**src/rtl/touch_out_pkg.sv**
```systemverilog
package touch_out_pkg;

  typedef enum logic [1:0] {
    CH_IDLE = 2'd0,
    CH_ACT  = 2'd1,
    CH_HOLD = 2'd2,
    CH_LOCK = 2'd3
  } ch_state_e;

  function automatic int max3(input int a, input int b, input int c);
    int m;
    m = a;
    if (b > m) m = b;
    if (c > m) m = c;
    return m;
  endfunction

endpackage

```
**src/rtl/toc_timing_cfg.sv**
```systemverilog
// Turns static configuration into the two timer limits used by every channel.
module toc_timing_cfg #(
  parameter int HOLD_W   = 12,
  parameter int HOLD_MAX = 2000,
  parameter int SHORT_MS = 5000,
  parameter int LONG_MS  = 20000,
  parameter int CNT_W    = 15
) (
  input  logic [HOLD_W-1:0] hold_ms,
  input  logic              long_sel,
  output logic [CNT_W-1:0]  hold_lim,
  output logic [CNT_W-1:0]  ar_lim
);

  localparam logic [HOLD_W-1:0] HOLD_CAP = HOLD_W'(HOLD_MAX);

  always_comb begin
    if (hold_ms > HOLD_CAP) hold_lim = CNT_W'(HOLD_MAX);
    else                    hold_lim = CNT_W'(hold_ms);
  end

  always_comb begin
    if (long_sel) ar_lim = CNT_W'(LONG_MS);
    else          ar_lim = CNT_W'(SHORT_MS);
  end

endmodule

```
**src/rtl/toc_owner_arb.sv**
```systemverilog
// Single-owner arbitration: a fresh touch onset claims ownership when free,
// the lowest index wins a tie, the owner keeps it until its touch ends.
module toc_owner_arb #(
  parameter int N     = 4,
  parameter int IDX_W = 2
) (
  input  logic             clk,
  input  logic             rst,
  input  logic             en,
  input  logic [N-1:0]     cand,
  output logic [N-1:0]     grant,
  output logic             own_v,
  output logic [IDX_W-1:0] own_idx
);

  logic [N-1:0]     cand_q;
  logic [N-1:0]     rise;
  logic [IDX_W-1:0] pick;
  logic             found;

  assign rise = cand & ~cand_q;

  always_comb begin
    pick  = '0;
    found = 1'b0;
    for (int i = 0; i < N; i++) begin
      if (rise[i] && !found) begin
        pick  = IDX_W'(i);
        found = 1'b1;
      end
    end
  end

  always_ff @(posedge clk) begin
    if (rst) begin
      cand_q  <= '0;
      own_v   <= 1'b0;
      own_idx <= '0;
    end else begin
      cand_q <= cand;
      if (!en) begin
        own_v <= 1'b0;
      end else if (own_v) begin
        if (!cand[own_idx]) own_v <= 1'b0;
      end else if (found) begin
        own_v   <= 1'b1;
        own_idx <= pick;
      end
    end
  end

  always_comb begin
    for (int i = 0; i < N; i++) begin
      grant[i] = own_v && (own_idx == IDX_W'(i));
    end
  end

endmodule

```
**src/rtl/toc_channel.sv**
```systemverilog
// One channel: follow / hold / auto-reset lock / toggle latch.
module toc_channel
  import touch_out_pkg::*;
#(
  parameter int CNT_W = 15
) (
  input  logic             clk,
  input  logic             rst,
  input  logic             tick,
  input  logic             touch_raw,
  input  logic             eff_touch,
  input  logic             fault,
  input  logic             toggle_en,
  input  logic [CNT_W-1:0] ar_lim,
  input  logic [CNT_W-1:0] hold_lim,
  output logic             on_o,
  output logic             active_o,
  output logic             lock_o
);

  ch_state_e        st, st_n;
  logic [CNT_W-1:0] cnt, cnt_n;
  logic             tog, tog_n;
  logic [CNT_W-1:0] cnt_inc;

  assign cnt_inc = cnt + CNT_W'(1);

  always_comb begin
    st_n  = st;
    cnt_n = cnt;
    tog_n = tog;
    if (fault) begin
      st_n  = CH_IDLE;
      cnt_n = '0;
      tog_n = 1'b0;
    end else begin
      case (st)
        CH_IDLE: begin
          if (eff_touch) begin
            st_n  = CH_ACT;
            cnt_n = '0;
            if (toggle_en) tog_n = ~tog;
          end
        end
        CH_ACT: begin
          if (!eff_touch) begin
            cnt_n = '0;
            if (toggle_en || hold_lim == '0) st_n = CH_IDLE;
            else                             st_n = CH_HOLD;
          end else if (tick) begin
            if (cnt_inc >= ar_lim) begin
              st_n  = CH_LOCK;
              cnt_n = '0;
              tog_n = 1'b0;
            end else begin
              cnt_n = cnt_inc;
            end
          end
        end
        CH_HOLD: begin
          if (eff_touch) begin
            st_n  = CH_ACT;
            cnt_n = '0;
          end else if (tick) begin
            if (cnt_inc >= hold_lim) begin
              st_n  = CH_IDLE;
              cnt_n = '0;
            end else begin
              cnt_n = cnt_inc;
            end
          end
        end
        default: begin
          if (!touch_raw) st_n = CH_IDLE;
        end
      endcase
    end
  end

  always_ff @(posedge clk) begin
    if (rst) begin
      st  <= CH_IDLE;
      cnt <= '0;
      tog <= 1'b0;
    end else begin
      st  <= st_n;
      cnt <= cnt_n;
      tog <= tog_n;
    end
  end

  assign on_o     = toggle_en ? tog : (st == CH_ACT || st == CH_HOLD);
  assign active_o = (st == CH_ACT);
  assign lock_o   = (st == CH_LOCK);

endmodule

```
**src/rtl/touch_out_ctrl.sv**
```systemverilog
module touch_out_ctrl
  import touch_out_pkg::*;
#(
  parameter int N        = 4,
  parameter int HOLD_W   = 12,
  parameter int HOLD_MAX = 2000,
  parameter int SHORT_MS = 5000,
  parameter int LONG_MS  = 20000
) (
  input  logic              clk,
  input  logic              rst,
  input  logic              tick_ms,
  input  logic [N-1:0]      touch_i,
  input  logic [N-1:0]      fault_i,
  input  logic              cfg_toggle,
  input  logic              cfg_suppress,
  input  logic              cfg_long_ar,
  input  logic [HOLD_W-1:0] cfg_hold_ms,
  output logic [N-1:0]      drive_n_o
);

  localparam int TOP_MS = max3(HOLD_MAX, SHORT_MS, LONG_MS);
  localparam int CNT_W  = $clog2(TOP_MS + 1);
  localparam int IDX_W  = (N > 1) ? $clog2(N) : 1;

  logic [N-1:0]     cand;
  logic [N-1:0]     grant;
  logic [N-1:0]     eff;
  logic [N-1:0]     on_vec;
  logic [N-1:0]     active_vec;
  logic [N-1:0]     lock_vec;
  logic             own_v;
  logic [IDX_W-1:0] own_idx;
  logic [CNT_W-1:0] hold_lim;
  logic [CNT_W-1:0] ar_lim;
  logic [N-1:0]     drive_q;

  assign cand = touch_i & ~fault_i;
  assign eff  = cfg_suppress ? (cand & grant) : cand;

  toc_timing_cfg #(
    .HOLD_W  (HOLD_W),
    .HOLD_MAX(HOLD_MAX),
    .SHORT_MS(SHORT_MS),
    .LONG_MS (LONG_MS),
    .CNT_W   (CNT_W)
  ) u_cfg (
    .hold_ms (cfg_hold_ms),
    .long_sel(cfg_long_ar),
    .hold_lim(hold_lim),
    .ar_lim  (ar_lim)
  );

  toc_owner_arb #(
    .N    (N),
    .IDX_W(IDX_W)
  ) u_arb (
    .clk    (clk),
    .rst    (rst),
    .en     (cfg_suppress),
    .cand   (cand),
    .grant  (grant),
    .own_v  (own_v),
    .own_idx(own_idx)
  );

  for (genvar g = 0; g < N; g++) begin : g_ch
    toc_channel #(
      .CNT_W(CNT_W)
    ) u_ch (
      .clk      (clk),
      .rst      (rst),
      .tick     (tick_ms),
      .touch_raw(touch_i[g]),
      .eff_touch(eff[g]),
      .fault    (fault_i[g]),
      .toggle_en(cfg_toggle),
      .ar_lim   (ar_lim),
      .hold_lim (hold_lim),
      .on_o     (on_vec[g]),
      .active_o (active_vec[g]),
      .lock_o   (lock_vec[g])
    );
  end

  always_ff @(posedge clk) begin
    if (rst) drive_q <= '1;
    else     drive_q <= ~on_vec;
  end

  assign drive_n_o = drive_q;

endmodule

```
**config.mk**
```make
export PLATFORM = sky130hd
export DESIGN_NAME = touch_out_ctrl
export DESIGN_NICKNAME = d
export VERILOG_FILES = /design/src/rtl/touch_out_pkg.sv /design/src/rtl/toc_timing_cfg.sv /design/src/rtl/toc_owner_arb.sv /design/src/rtl/toc_channel.sv /design/src/rtl/touch_out_ctrl.sv
export SDC_FILE = /design/constraint.sdc
export NUM_CORES = 1
export LEC_CHECK = 0
export BUFFER_PORTS_ARGS = -buffer_cell sky130_fd_sc_hd__buf_2
export CORE_MARGIN = 2
export CORE_UTILIZATION = 50
export DETAILED_ROUTE_END_ITERATION = 10
export GPL_TIMING_DRIVEN = 0
export PLACE_DENSITY_LB_ADDON = 0.05
export SYNTH_ARGS = -nofsm -noshare
export SYNTH_HDL_FRONTEND = slang
export SYNTH_SLANG_ARGS = --single-unit
```
**constraint.sdc**
```tcl
create_clock -name clk -period 8.25 [get_ports clk]
set_input_delay 1.65 -clock clk [delete_from_list [all_inputs] [get_ports clk]]
set_output_delay 1.65 -clock clk [all_outputs]
set_load 0.05 [all_outputs]
```
Word-level counts from Yosys, hierarchy flattened
Cells that the tools add are included.
{ "classes": {"reduce_logical": 47, "eq_ne": 51, "n_addsub": 4, "bitwise_logic": 12, "n_lt_le_gt_ge": 10, "muxes": 112} }
{ "op_table": {"columns": ["cell", "count"], "rows": [
  ["$mux W15", 29],
  ["$pmux W15 S3", 4],
  ["$mux W2", 35],
  ["$add A15 B1 Y15 const B", 4],
  ["$ge A15 B12 Y1", 4],
  ["$ge A15 B15 Y1", 4],
  ["$reduce_and A6 Y1", 8],
  ["$ne A2 B2 Y1 const B", 20],
  ["$ne A3 B3 Y1 const B", 12],
  ["$mux W1", 33],
  ["$pmux W2 S3", 4],
  ["$ne A4 B1 Y1 const B", 4],
  ["$reduce_and A4 Y1", 4],
  ["$logic_not A15 Y1", 1],
  ["$and A4 B4 Y4", 3],
  ["$eq A2 B2 Y1 const B", 6],
  ["$gt A12 B11 Y1 const B", 1],
  ["$mux W12", 1],
  ["$ne A3 B2 Y1 const B", 4],
  ["$not A4 Y4", 3],
  ["$reduce_bool A3 Y1", 4],
  ["$eq A2 B1 Y1 const B", 5],
  ["$logic_not A2 Y1", 5],
  ["$reduce_or A2 Y1", 5],
  ["10 further kinds", 33]
]} }
{ "word_totals": {"output_inout_bits": 4, "input_bits": 26, "regBits": 83} }

Depth between registers and ports, before layout
Gate-level depths: netlist of the first run.
{ "logic_depth": {"ltp_word": 15, "mapped_depth": 17, "depth_no_buf": 15} }

By module
A second synthesis of the first run with hierarchy kept.
{ "hier_totals": {"cells_unflattened": 1113, "hier_area_um2": 8698.3} }
{ "by_module_without_submodules": {"columns": ["mod", "area_per_inst_um2", "cells_each", "n_inst"], "rows": [
  ["toc_channel (g_ch[0].u_ch ...)", 1988.2, 253, 3],
  ["toc_channel (g_ch[3].u_ch)", 1896.8, 257, 1],
  ["toc_owner_arb", 350.3, 36, 1],
  ["toc_timing_cfg", 277.8, 41, 1],
  ["touch_out_ctrl", 209.0, 20, 1]
]} }

Worst setup path before layout of the first run
No wires, ideal clock.
{ "synth_path": {"kind": "input to register", "from": "in cfg_hold_ms[0]", "to": "reg g_ch[2].u_ch.cnt[3]", "required_ns": 8.166, "arrival_time_ns": 4.934, "setup_ns": 0.084, "stages": 14, "setup_slack_ns": 3.232, "path_cell_list": "or4_1 > a21o_1 > a31oi_1 > and2_1 > ha_1 > nand2b_1 > a21o_1 > a21o_1 > a211o_1 > a211oi_4 > o21ai_2 > or3_1 > buf_4 > o31ai_2"} }
{ "synth_between": {"elab_chain_len": 7} }
{ "synth_lines": {"columns": ["element", "line", "text"], "rows": [
  ["start, declared", "touch_out_ctrl.sv:18", "input logic [HOLD_W-1:0] cfg_hold_ms,"],
  ["$gt A12 B11 Y1", "toc_timing_cfg.sv:18", "if (hold_ms > HOLD_CAP) hold_lim = CNT_W'(HOLD_MAX);"],
  ["$mux W12 (*)", "toc_timing_cfg.sv:18", null],
  ["$ge A15 B12 Y1 (*)", "toc_channel.sv:65", "if (cnt_inc >= hold_lim) begin"],
  ["$mux W15 (*)", "toc_channel.sv:65", null],
  ["$mux W15 (*)", "toc_channel.sv:64", "end else if (tick) begin"],
  ["$mux W15 (*)", "toc_channel.sv:61", "if (eff_touch) begin"],
  ["$pmux W15 S3 (*)", "toc_channel.sv:37", "case (st)"],
  ["end signal, assigned", "toc_channel.sv:87", "cnt <= cnt_n;"],
  ["end, declared", "toc_channel.sv:22", "logic [CNT_W-1:0] cnt, cnt_n;"]
]} }
Mark *: on every way between the ends. The rest lies on a longest branch, timed or not. The select of a mux whose other input is x is not followed.
A chain may end at the register's enable or synchronous reset.

Worst setup path in the final report of the first run
Ends and elaborated chain as after synthesis.

==> summary.txt, run 1 <==
Outcome
  • Status: finished clean

Synth
  • Yosys cell types: 82
  • Yosys reg bits: 83
  • Post-synth EDFFs: 0
  • Post-Syn Area: 0.00744 mm^2
  • Mapped Cells: 925
  • Ys flop type: dfxtp_1
  • Async set-reset flop share out of synthesis: 0%
  • Yosys warnings: 0
  • Syn avg cell area: 8.04 um^2
  • Post-synthesis sequential area ratio: 22.3%

Setup path
  • Flop2flop setup slack: 3.88 ns
  • FF-to-FF path depth: 17
  • R2r startpoint: g_ch[2].u_ch.cnt[0]$_SDFFE_PP0P_
  • Crit path to: g_ch[2].u_ch.cnt[3]$_SDFFE_PP0P_
  • Critical path arrival: 5.89 ns
  • Worst Setup SP: cfg_hold_ms[0]
  • Critical path startpoint category: input port
  • CP required: 8.53 ns
  • Critical path type: input port to register
  • Worst R2R End: g_ch[2].u_ch.cnt[3]$_SDFFE_PP0P_
  • Crit-path max FO: 6
  • Worst Setup End Kind: register

Drt
  • Total Wirelength: 21,100 um
  • Drc violations: 0
  • Routed wire per std cell: 18.3 um
  • DR iter-0 viols: 617
  • Drt pass-1 iters: 5
  • Vias: 7,200
  • Vias/cell: 6.24
  • Routed Antenna Nets: 0

Floorplan
  • Die X: 126 um
  • Initial core utilization: 51.2%
  • Rows: 44
  • Die Y: 126 um
  • Die Area: 0.0159 mm^2
  • Core footprint: 0.0145 mm^2
  • IO Pins: 30

Timing
  • RSZ-0062 raised after global routing: no
  • Pins over their slew limit: 0
  • Final setup viols: 0
  • Slew margin rel.: 25.2%
  • Fin. Hold Viols: 0
  • Crit share post-route: 68.0%
  • Setup TNS: 0 ns
  • Skew final: 0.00595 ns
  • Tmin final: 5.61 ns
  • FMAX: 178 MHz
  • Worst-Margin Slew: 1.11 ns

Place
  • DPL Wire Length: 15,900 um
  • # port buffers: 27
  • Post-Place Cell Area: 0.00782 mm^2
  • Routability-driven placement congestion ratio: 0.926

Clock tree
  • Clk root buf: clkbuf_16
  • Post-CTS Hold Buffers: 0
  • Clock sinks: 83
  • Clk Latency, worst-skew pair: 0.35 ns
  • Clock transition at path regs: 0.07 ns
  • CTS H-tree depth: 3
  • Clk buf depth: 2
  • CTS buffer count: 9
  • Post-CTS setup buffer count: 0
  • Post_cts resized: 0
  • CTS tree: built

Worst hold path
  • Worst min-delay path class: register to register
  • Worst Min Path Start: g_ch[0].u_ch.cnt[11]$_SDFFE_PP0P_

Pwr
  • Clock network power share: 47.0%
  • Internal power: 723 uW
  • Sequential Power Share: 41.5%
  • Worst vdd rail ir drop: 0.0991 mV
  • Leak: 0.00342 uW
  • PD cells: 120 mW/mm^2
  • Sw Pwr: 258 uW
  • Sw Ratio: 26.3%
  • Combinational share of power: 11.5%

Global routing
  • Busiest grt layer: met2
  • M2 GR Usage: 42.8%
  • Largest net degree at the start of global routing: 21
  • Gr usage total: 26.9%
  • Vias in the first global route: 6,950
  • Grt met3 use: 4.25%
  • Met1 GRT Util: 37.2%
  • Total grt overflow: 0
  • First-pass GRT wire length: 34,700 um
  • Initial antenna violation count: 0

Cells and area
  • Layout area overhead: 9.45%
  • Most frequent cells in the layout: nand2_1, ha_1, dfxtp_1, nor2_1, inv_1
  • Ant. Diodes: 0
  • Final instance area: 0.00814 mm^2
  • Final net count: 1,083
  • Layout cell share with drive strength beyond 1: 10.0%

Flow run
  • MaxCap Viol Count: 0
-- worst min path at each step --
stage,to,depth (start not counted)
after global placement,g_ch[0].u_ch.cnt[11]$_SDFFE_PP0P_,2
after floorplan,g_ch[0].u_ch.cnt[11]$_SDFFE_PP0P_,2
final,g_ch[0].u_ch.cnt[11]$_SDFFE_PP0P_,2
after CTS,g_ch[0].u_ch.cnt[11]$_SDFFE_PP0P_,2
after global routing,g_ch[0].u_ch.cnt[11]$_SDFFE_PP0P_,2
after detailed placement,g_ch[0].u_ch.cnt[11]$_SDFFE_PP0P_,2
-- power by group through the flow --
stage	sequential, uW	clock (uW)	combinational [uW]
CTS	407	470	111
detailed placement	416	0	110
floorplan	417	0	70.6
global placement	416	0	107
finish	407	461	113
global route	407	481	123
-- synthesized netlist by cell type, types with 8 or more instances --
master	n	area, um^2
nand2_1	91	342
nor4_1	18	113
o22ai_1	9	56.3
and2_1	9	56.3
nor2_1	48	180
clkbuf_1	14	52.6
and3_1	14	87.6
inv_1	47	176
a21oi_1	38	190
o211ai_1	8	60.1
o31ai_1	14	105
xnor2_1	21	184
o21ai_0	30	150
ha_1	91	1140
or2_2	8	50.1
mux2i_1	16	160
nand3_1	46	230
a211oi_1	11	82.6
a22o_1	9	78.8
dfxtp_1	83	1660
a21o_1	20	150
nor3_1	38	190
a31oi_1	15	93.8
buf_2	17	85.1
xor2_1	24	210
or3_1	16	100
nand2b_1	9	56.3
o21a_1	9	67.6
nand4_1	17	106
-- per-stage QoR --
| stage | hold slack (ns) | setup WS (ns) | std cells | utilization (%) | power [uW] |
|---|---|---|---|---|---|
| 2_1_floorplan | 0.438 | 3.23 | 928 | - | 487 |
| 4_1_cts | 0.472 | 2.67 | 1154 | 56.0 | 987 |
| 3_3_place_gp | 0.448 | 2.37 | 1139 | 53.8 | 522 |
| 6_report | 0.473 | 2.64 | 1154 | 56.0 | 981 |
| 5_1_grt | 0.495 | 2.46 | 1154 | 56.0 | 1010 |
| 3_5_place_dp | 0.465 | 2.33 | 1139 | 53.8 | 527 |
-- worst max-delay path: stages --
cell	delay (ns)
buf_2	0.10
or4_1	0.62
a21o_1	0.22
a31oi_1	0.49
and2_1	0.45
ha_1	0.30
nand2b_1	0.15
a21o_1	0.18
a21o_1	0.17
a211o_1	0.34
a211oi_4	0.37
o21ai_2	0.18
or3_1	0.32
buf_4	0.18
o31ai_2	0.16
-- cell type report --
class,instances,area [um^2]
Sequential cell,83,1660
Clock buffer,11,253
Buffer,39,195
Fill cell,1383,6390
Timing Repair Buffer,27,135
Clock inverter,4,73.8
Tap cell,184,230
Inverter,47,176
Multi-Input combinational cell,759,5420
-- per-layer routing --
metal,routed length (um),share of wire [%]
met3,1070,5.1
met1,10000,48
met5,0,0
met2,9550,45
met4,438,2.1
-- registers in the layout, summed over array words and instances (netlist names) --
name,cells
drive_n_o,4
g_ch.u_ch.cnt,60
g_ch.u_ch.st,8
g_ch.u_ch.tog,4
u_arb.cand_q,4
u_arb.own_idx,2
u_arb.own_v,1
-- kinds of logic (layout without fill, tap and decap cells) --
| logic type | after synthesis | count (layout) | share of synthesized area, % |
|---|---|---|---|
| compound gates | 237 | 237 | 23.1 |
| xor+xnor | 46 | 46 | 5.52 |
| fa+ha+maj | 91 | 91 | 15.3 |
| buf+inv | 86 | 128 | 4.99 |
| flops | 83 | 83 | 22.3 |
| mux | 17 | 17 | 2.46 |
| other cells | 1 | 4 | 0.0504 |
| simple gates | 364 | 364 | 26.2 |
Note: power is estimated with default switching activity, not from simulation.
==> run 2: changes to the inputs <==
Clock period 8.25 ns to 4.55 ns, I/O delays scaled along.
==> run 2 against run 1 <==
  * Sequential power increased by 81%
  * Global-route usage about the same
  * Worst hold slack about the same
==> summary.txt, run 2 (same netlist as run 1, synthesis figures left out) <==
Outcome
  • Status: finished clean

Pwr
  • Internal power: 1310 uW
  • Sw Ratio: 26.3%
  • Combinational share of power: 11.7%
  • Worst vdd rail ir drop: 0.181 mV
  • Sw Pwr: 469 uW
  • Leak: 0.00343 uW
  • Sequential Power Share: 41.4%
  • PD cells: 217 mW/mm^2
  • Clock network power share: 46.9%

Setup path
  • Flop2flop setup slack: 0.23 ns
  • Worst Setup End Kind: register
  • Critical path type: input port to register
  • Worst R2R End: g_ch[2].u_ch.cnt[3]$_SDFFE_PP0P_
  • CP required: 4.82 ns
  • Crit-path max FO: 6
  • Critical path startpoint category: input port
  • R2r startpoint: g_ch[2].u_ch.cnt[0]$_SDFFE_PP0P_
  • Crit path to: g_ch[2].u_ch.cnt[3]$_SDFFE_PP0P_
  • FF-to-FF path depth: 17
  • Critical path arrival: 4.66 ns
  • Worst Setup SP: cfg_hold_ms[0]

Timing
  • RSZ-0062 raised after global routing: no
  • Final setup viols: 0
  • Setup TNS: 0 ns
  • Slew margin rel.: 25.1%
  • Final worst setup slack: 0.158 ns
  • Pins over their slew limit: 0
  • Skew final: 0.00437 ns
  • Worst-Margin Slew: 1.11 ns
  • FMAX: 228 MHz
  • Tmin final: 4.39 ns
  • Crit share post-route: 96.5%
  • Fin. Hold Viols: 0

Flow run
  • MaxCap Viol Count: 0

Clock tree
  • Clk root buf: clkbuf_16
  • Clock sinks: 83
  • CTS H-tree depth: 3
  • CTS buffer count: 9
  • Clk Latency, worst-skew pair: 0.36 ns
  • CTS tree: built
  • Clock transition at path regs: 0.06 ns
  • Clk buf depth: 2
  • Post-CTS Hold Buffers: 0

Drt
  • Routed Antenna Nets: 0
  • Vias: 7,219
  • DR iter-0 viols: 656
  • Total Wirelength: 21,200 um
  • Routed wire per std cell: 18.3 um
  • Drc violations: 0
  • Drt pass-1 iters: 7
  • Vias/cell: 6.24

Floorplan
  • Rows: 44
  • Die X: 126 um
  • Die Area: 0.0159 mm^2
  • Die Y: 126 um
  • Initial core utilization: 51.2%
  • Core footprint: 0.0145 mm^2
  • IO Pins: 30

Cells and area
  • Most frequent cells in the layout: nand2_1, ha_1, dfxtp_1, nor2_1, inv_1
  • Top reg by flops: g_ch.u_ch.cnt
  • Most common cell after layout, fill and taps aside: nand2_1
  • Ant. Diodes: 0
  • Biggest regs: g_ch.u_ch.cnt: 60 flops, g_ch.u_ch.st: 8 flops
  • Layout area overhead: 10.1%
  • Util after Layout: 56.4%
  • Largest register FFs: 60
  • Final net count: 1,085
  • Layout cell share with drive strength beyond 1: 10.6%

Global routing
  • Initial antenna violation count: 0
  • Largest net degree at the start of global routing: 21
  • Gr usage total: 26.9%
  • Total grt overflow: 0
  • First-pass GRT wire length: 34,700 um
  • Vias in the first global route: 6,956

Place
  • Pre-CTS setup slack: -0.632 ns
  • Routability-driven placement congestion ratio: 0.926
  • DPL Wire Length: 15,900 um
  • # port buffers: 27

Worst hold path
  • Worst min-delay path class: register to register
[run 2: changes by cell type in the layout (fill, tap and decap cells not counted), sizes merged]
| cell | change |
|---|---|
| buf | +2 |
[run 2: worst min path at each step]
stage                                       from                                 to  slack (ns)  cells past startpoint
6_report       g_ch[0].u_ch.cnt[11]$_SDFFE_PP0P_  g_ch[0].u_ch.cnt[11]$_SDFFE_PP0P_        0.47                      2
5_1_grt        g_ch[0].u_ch.cnt[11]$_SDFFE_PP0P_  g_ch[0].u_ch.cnt[11]$_SDFFE_PP0P_        0.50                      2
4_1_cts        g_ch[0].u_ch.cnt[11]$_SDFFE_PP0P_  g_ch[0].u_ch.cnt[11]$_SDFFE_PP0P_        0.47                      2
3_5_place_dp   g_ch[0].u_ch.cnt[11]$_SDFFE_PP0P_  g_ch[0].u_ch.cnt[11]$_SDFFE_PP0P_        0.46                      2
3_3_place_gp   g_ch[0].u_ch.cnt[11]$_SDFFE_PP0P_  g_ch[0].u_ch.cnt[11]$_SDFFE_PP0P_        0.45                      2
2_1_floorplan  g_ch[0].u_ch.cnt[11]$_SDFFE_PP0P_  g_ch[0].u_ch.cnt[11]$_SDFFE_PP0P_        0.44                      2
[run 2: power groups by stage]
| stage | clock (uW) | sequential, uW | combinational (uW) |
|---|---|---|---|
| global route | 872 | 739 | 228 |
| global placement | 0 | 754 | 193 |
| floorplan | 0 | 755 | 128 |
| detailed placement | 0 | 755 | 200 |
| CTS | 851 | 738 | 203 |
| finish | 836 | 738 | 208 |
[run 2: repair_timing]
item | in CTS | in global routing
setup endpoints to repair | 41 | 17
gates cloned | 0 | 0
pin swaps | 0 | 2
setup buffers | 0 | 2
gates resized for setup | 3 | 4
[run 2: metrics by stage]
| step | hold slack, ns | area [um^2] | power (uW) | std cells |
|---|---|---|---|---|
| final | 0.473 | 8190 | 1780 | 1156 |
| after floorplan | 0.438 | 7450 | 883 | 928 |
| after global routing | 0.495 | 8190 | 1840 | 1156 |
| after detailed placement | 0.465 | 7820 | 955 | 1139 |
| after global placement | 0.448 | 7820 | 947 | 1139 |
| after CTS | 0.472 | 8160 | 1790 | 1154 |
[run 2: worst max-delay path, stage by stage]
cell and delay (ns):
buf_2 0.11, or4_4 0.57, a21o_1 0.23, a31oi_4 0.28, and2_4 0.26, ha_1 0.24
nand2b_1 0.15, a21o_1 0.18, a21o_1 0.17, a211o_1 0.33, a211oi_4 0.37, o21ai_2 0.18
or3_1 0.32, buf_4 0.18, o31ai_2 0.18
[run 2: area by class of cell]
class,instances,area [um^2]
Timing Repair Buffer,29,150
Clock inverter,4,73.8
Fill cell,1379,6340
Multi-Input combinational cell,759,5450
Clock buffer,11,253
Sequential cell,83,1660
Buffer,39,195
Tap cell,184,230
Inverter,47,176
[run 2: per-layer routing]
metal | vias to the layer above | routed length (um) | global-route usage (%) | share of wire, %
met4 | 0 | 374 | 9.18 | 1.8
met1 | 3439 | 10000 | 37.3 | 47
li1 | 3552 | - | - | -
met2 | 200 | 9710 | 42.8 | 46
met3 | 28 | 1080 | 4.25 | 5.1
met5 | - | 0 | 0 | 0
==> run 3: changes to the inputs <==
==> constraint.sdc (replaced) <==
create_clock -name clk -period 4.55 [get_ports clk]
set_input_delay 0.6825 -clock clk [delete_from_list [all_inputs] [get_ports clk]]
set_output_delay 0.6825 -clock clk [all_outputs]
set_load 0.05 [all_outputs]
==> run 3 against run 2 <==
  * Sequential cell count unchanged
  * Global-route usage about the same
  * Cell count down 0.17%
  * Power about the same
  * Critical path type unchanged
  * Largest cell class unchanged
  * Routed wire length down 0.47%
  * Sequential power about the same
  * Die area unchanged
  * Combinational power about the same
  * Sequential share of layout area up 0.10 points
  * Count of clock-buffer cells in the layout unchanged
  * Utilization down 0.28 points
  * Worst hold slack about the same
==> summary.txt, run 3 (same netlist as run 1, synthesis figures left out) <==
Timing
  • Tmin final: 4.33 ns
  • Final setup viols: 0
  • FMAX: 231 MHz
  • Worst-Margin Slew: 1.12 ns
  • Crit share post-route: 95.3%
  • RSZ-0062 raised after global routing: yes
  • Fin. Hold Viols: 0
  • Slew margin rel.: 24.9%
  • Skew final: 0.00524 ns
  • Pins over their slew limit: 0

Clock tree
  • Clock sinks: 83
  • CTS tree: built
  • Clock transition at path regs: 0.06 ns
  • Post-CTS setup buffer count: 0
  • CTS buffer count: 9
  • Post-CTS Hold Buffers: 0
  • Clk Latency, worst-skew pair: 0.36 ns
  • Clk buf depth: 2
  • Clk root buf: clkbuf_16
  • CTS H-tree depth: 3

Place
  • Routability-driven placement congestion ratio: 0.926
  • DPL Wire Length: 15,900 um
  • Placed Instances: 1,139
  • # port buffers: 27

Cells and area
  • Ant. Diodes: 0
  • Most frequent cells in the layout: nand2_1, ha_1, dfxtp_1, nor2_1, inv_1
  • Most common cell after layout, fill and taps aside: nand2_1
  • Non-Filler Instances: 1,154
  • Layout cell share with drive strength beyond 1: 10.3%
  • Util after Layout: 56.1%
  • Largest register FFs: 60
  • Layout area overhead: 9.59%
  • Fillcell total: 1,384
  • Area of the multi-input gates: 0.00543 mm^2
  • Final net count: 1,083
  • Biggest regs: g_ch.u_ch.cnt: 60 flops, g_ch.u_ch.st: 8 flops
  • Top reg by flops: g_ch.u_ch.cnt
  • FF+latch area: 0.00166 mm^2

Drt
  • Vias/cell: 6.23
  • Routed Antenna Nets: 0
  • DR iter-0 viols: 607
  • Drt pass-1 iters: 7
  • Vias: 7,187
  • Routed wire per std cell: 18.3 um
  • Drc violations: 0
  • Total Wirelength: 21,100 um

Global routing
  • Total grt overflow: 0
  • First-pass GRT wire length: 34,700 um
  • Initial antenna violation count: 0
  • Gr usage total: 26.9%
  • Vias in the first global route: 6,955
  • Largest net degree at the start of global routing: 21

Pwr
  • Leak: 0.00342 uW
  • Sw Pwr: 470 uW
  • Sequential Power Share: 41.5%
  • Combinational share of power: 11.5%
  • PD cells: 218 mW/mm^2
  • Sw Ratio: 26.4%
  • Power Total: 1780 uW
  • Internal power: 1310 uW
  • Clock network power share: 47.0%
  • Worst vdd rail ir drop: 0.181 mV

Flow run
  • MaxCap Viol Count: 0

Setup path
  • Critical path startpoint category: input port
  • Flop2flop setup slack: 0.26 ns
  • FF-to-FF path depth: 13
  • CP required: 4.84 ns
  • Worst Setup End Kind: register
  • Crit-path max FO: 5
  • Critical path arrival: 4.62 ns
  • Critical path type: input port to register

Floorplan
  • Die Area: 0.0159 mm^2
  • Die X: 126 um
  • Rows: 44
  • Core footprint: 0.0145 mm^2
  • Initial core utilization: 51.2%
  • Die Y: 126 um
  • IO Pins: 30

Outcome
  • Status: finished clean

Worst hold path
  • Worst min-delay path class: register to register
  • Hold depth: 2
==> run 3: cell count changes in the layout (fill, tap and decap cells not counted), sizes merged <==
| cell | before | now |
|---|---|---|
| buf | 53 | 51 |
==> run 3: area by class of cell <==
type | count | area share (%)
clock buffer | 11 | 3.10
clock inverter | 4 | 0.905
multi-input combinational | 759 | 66.6
timing repair buffer | 27 | 1.66
buffer | 39 | 2.39
sequential | 83 | 20.4
tap | 184 | 2.82
inverter | 47 | 2.16
==> run 3: worst paths after layout <==
path	startpoint	endpoint
setup / recovery	cfg_hold_ms[0]	g_ch[0].u_ch.st[0]$_SDFFE_PP0P_
hold / removal	g_ch[0].u_ch.cnt[11]$_SDFFE_PP0P_	g_ch[0].u_ch.cnt[11]$_SDFFE_PP0P_
setup reg to reg	g_ch[3].u_ch.cnt[0]$_SDFFE_PP0P_	g_ch[3].u_ch.cnt[12]$_SDFFE_PP0P_
hold reg to reg	g_ch[0].u_ch.cnt[11]$_SDFFE_PP0P_	g_ch[0].u_ch.cnt[11]$_SDFFE_PP0P_
==> run 3: metal layers <==
metal / vias to the layer above / global-route usage (%) / share of wire, %
li1: 3544 / - / -
met4: 0 / 9.24 / 2.0
met5: - / 0 / 0
met3: 31 / 4.50 / 5.0
met2: 217 / 42.8 / 45
met1: 3395 / 37.1 / 48
==> run 3: power groups by stage <==
| stage | combinational (uW) | clock [uW] | sequential [uW] |
|---|---|---|---|
| 6_report | 205 | 838 | 738 |
| 2_1_floorplan | 128 | 0 | 755 |
| 3_5_place_dp | 200 | 0 | 755 |
| 5_1_grt | 224 | 873 | 739 |
| 4_1_cts | 202 | 851 | 738 |
| 3_3_place_gp | 193 | 0 | 754 |
==> run 3: timing repair <==
item                       CTS  global route
cloned                       0             0
setup endpoints to repair   14            17
pin swaps                    0             1
gates resized for setup      1             2
==> run 3: per-stage QoR <==
stage,cell area [um^2],setup slack (ns),hold WS (ns),TNS [ns]
after floorplan,7450,0.499,0.438,0
after global placement,7820,-0.361,0.448,-9.75
after detailed placement,7820,-0.404,0.465,-11.42
after CTS,8150,0.0766,0.472,0
after global routing,8150,-0.0139,0.495,-0.0139
final,8150,0.216,0.473,0
==> run 3: critical path: stages <==
cell	delay, ns
buf_2	0.10
or4_1	0.63
a21o_1	0.23
a31oi_2	0.35
and2_2	0.33
ha_1	0.26
nand2b_1	0.14
a211o_1	0.28
a221oi_1	0.23
a211oi_1	0.08
a2111o_1	0.44
and3_1	0.23
o211ai_1	0.39
mux2i_1	0.23
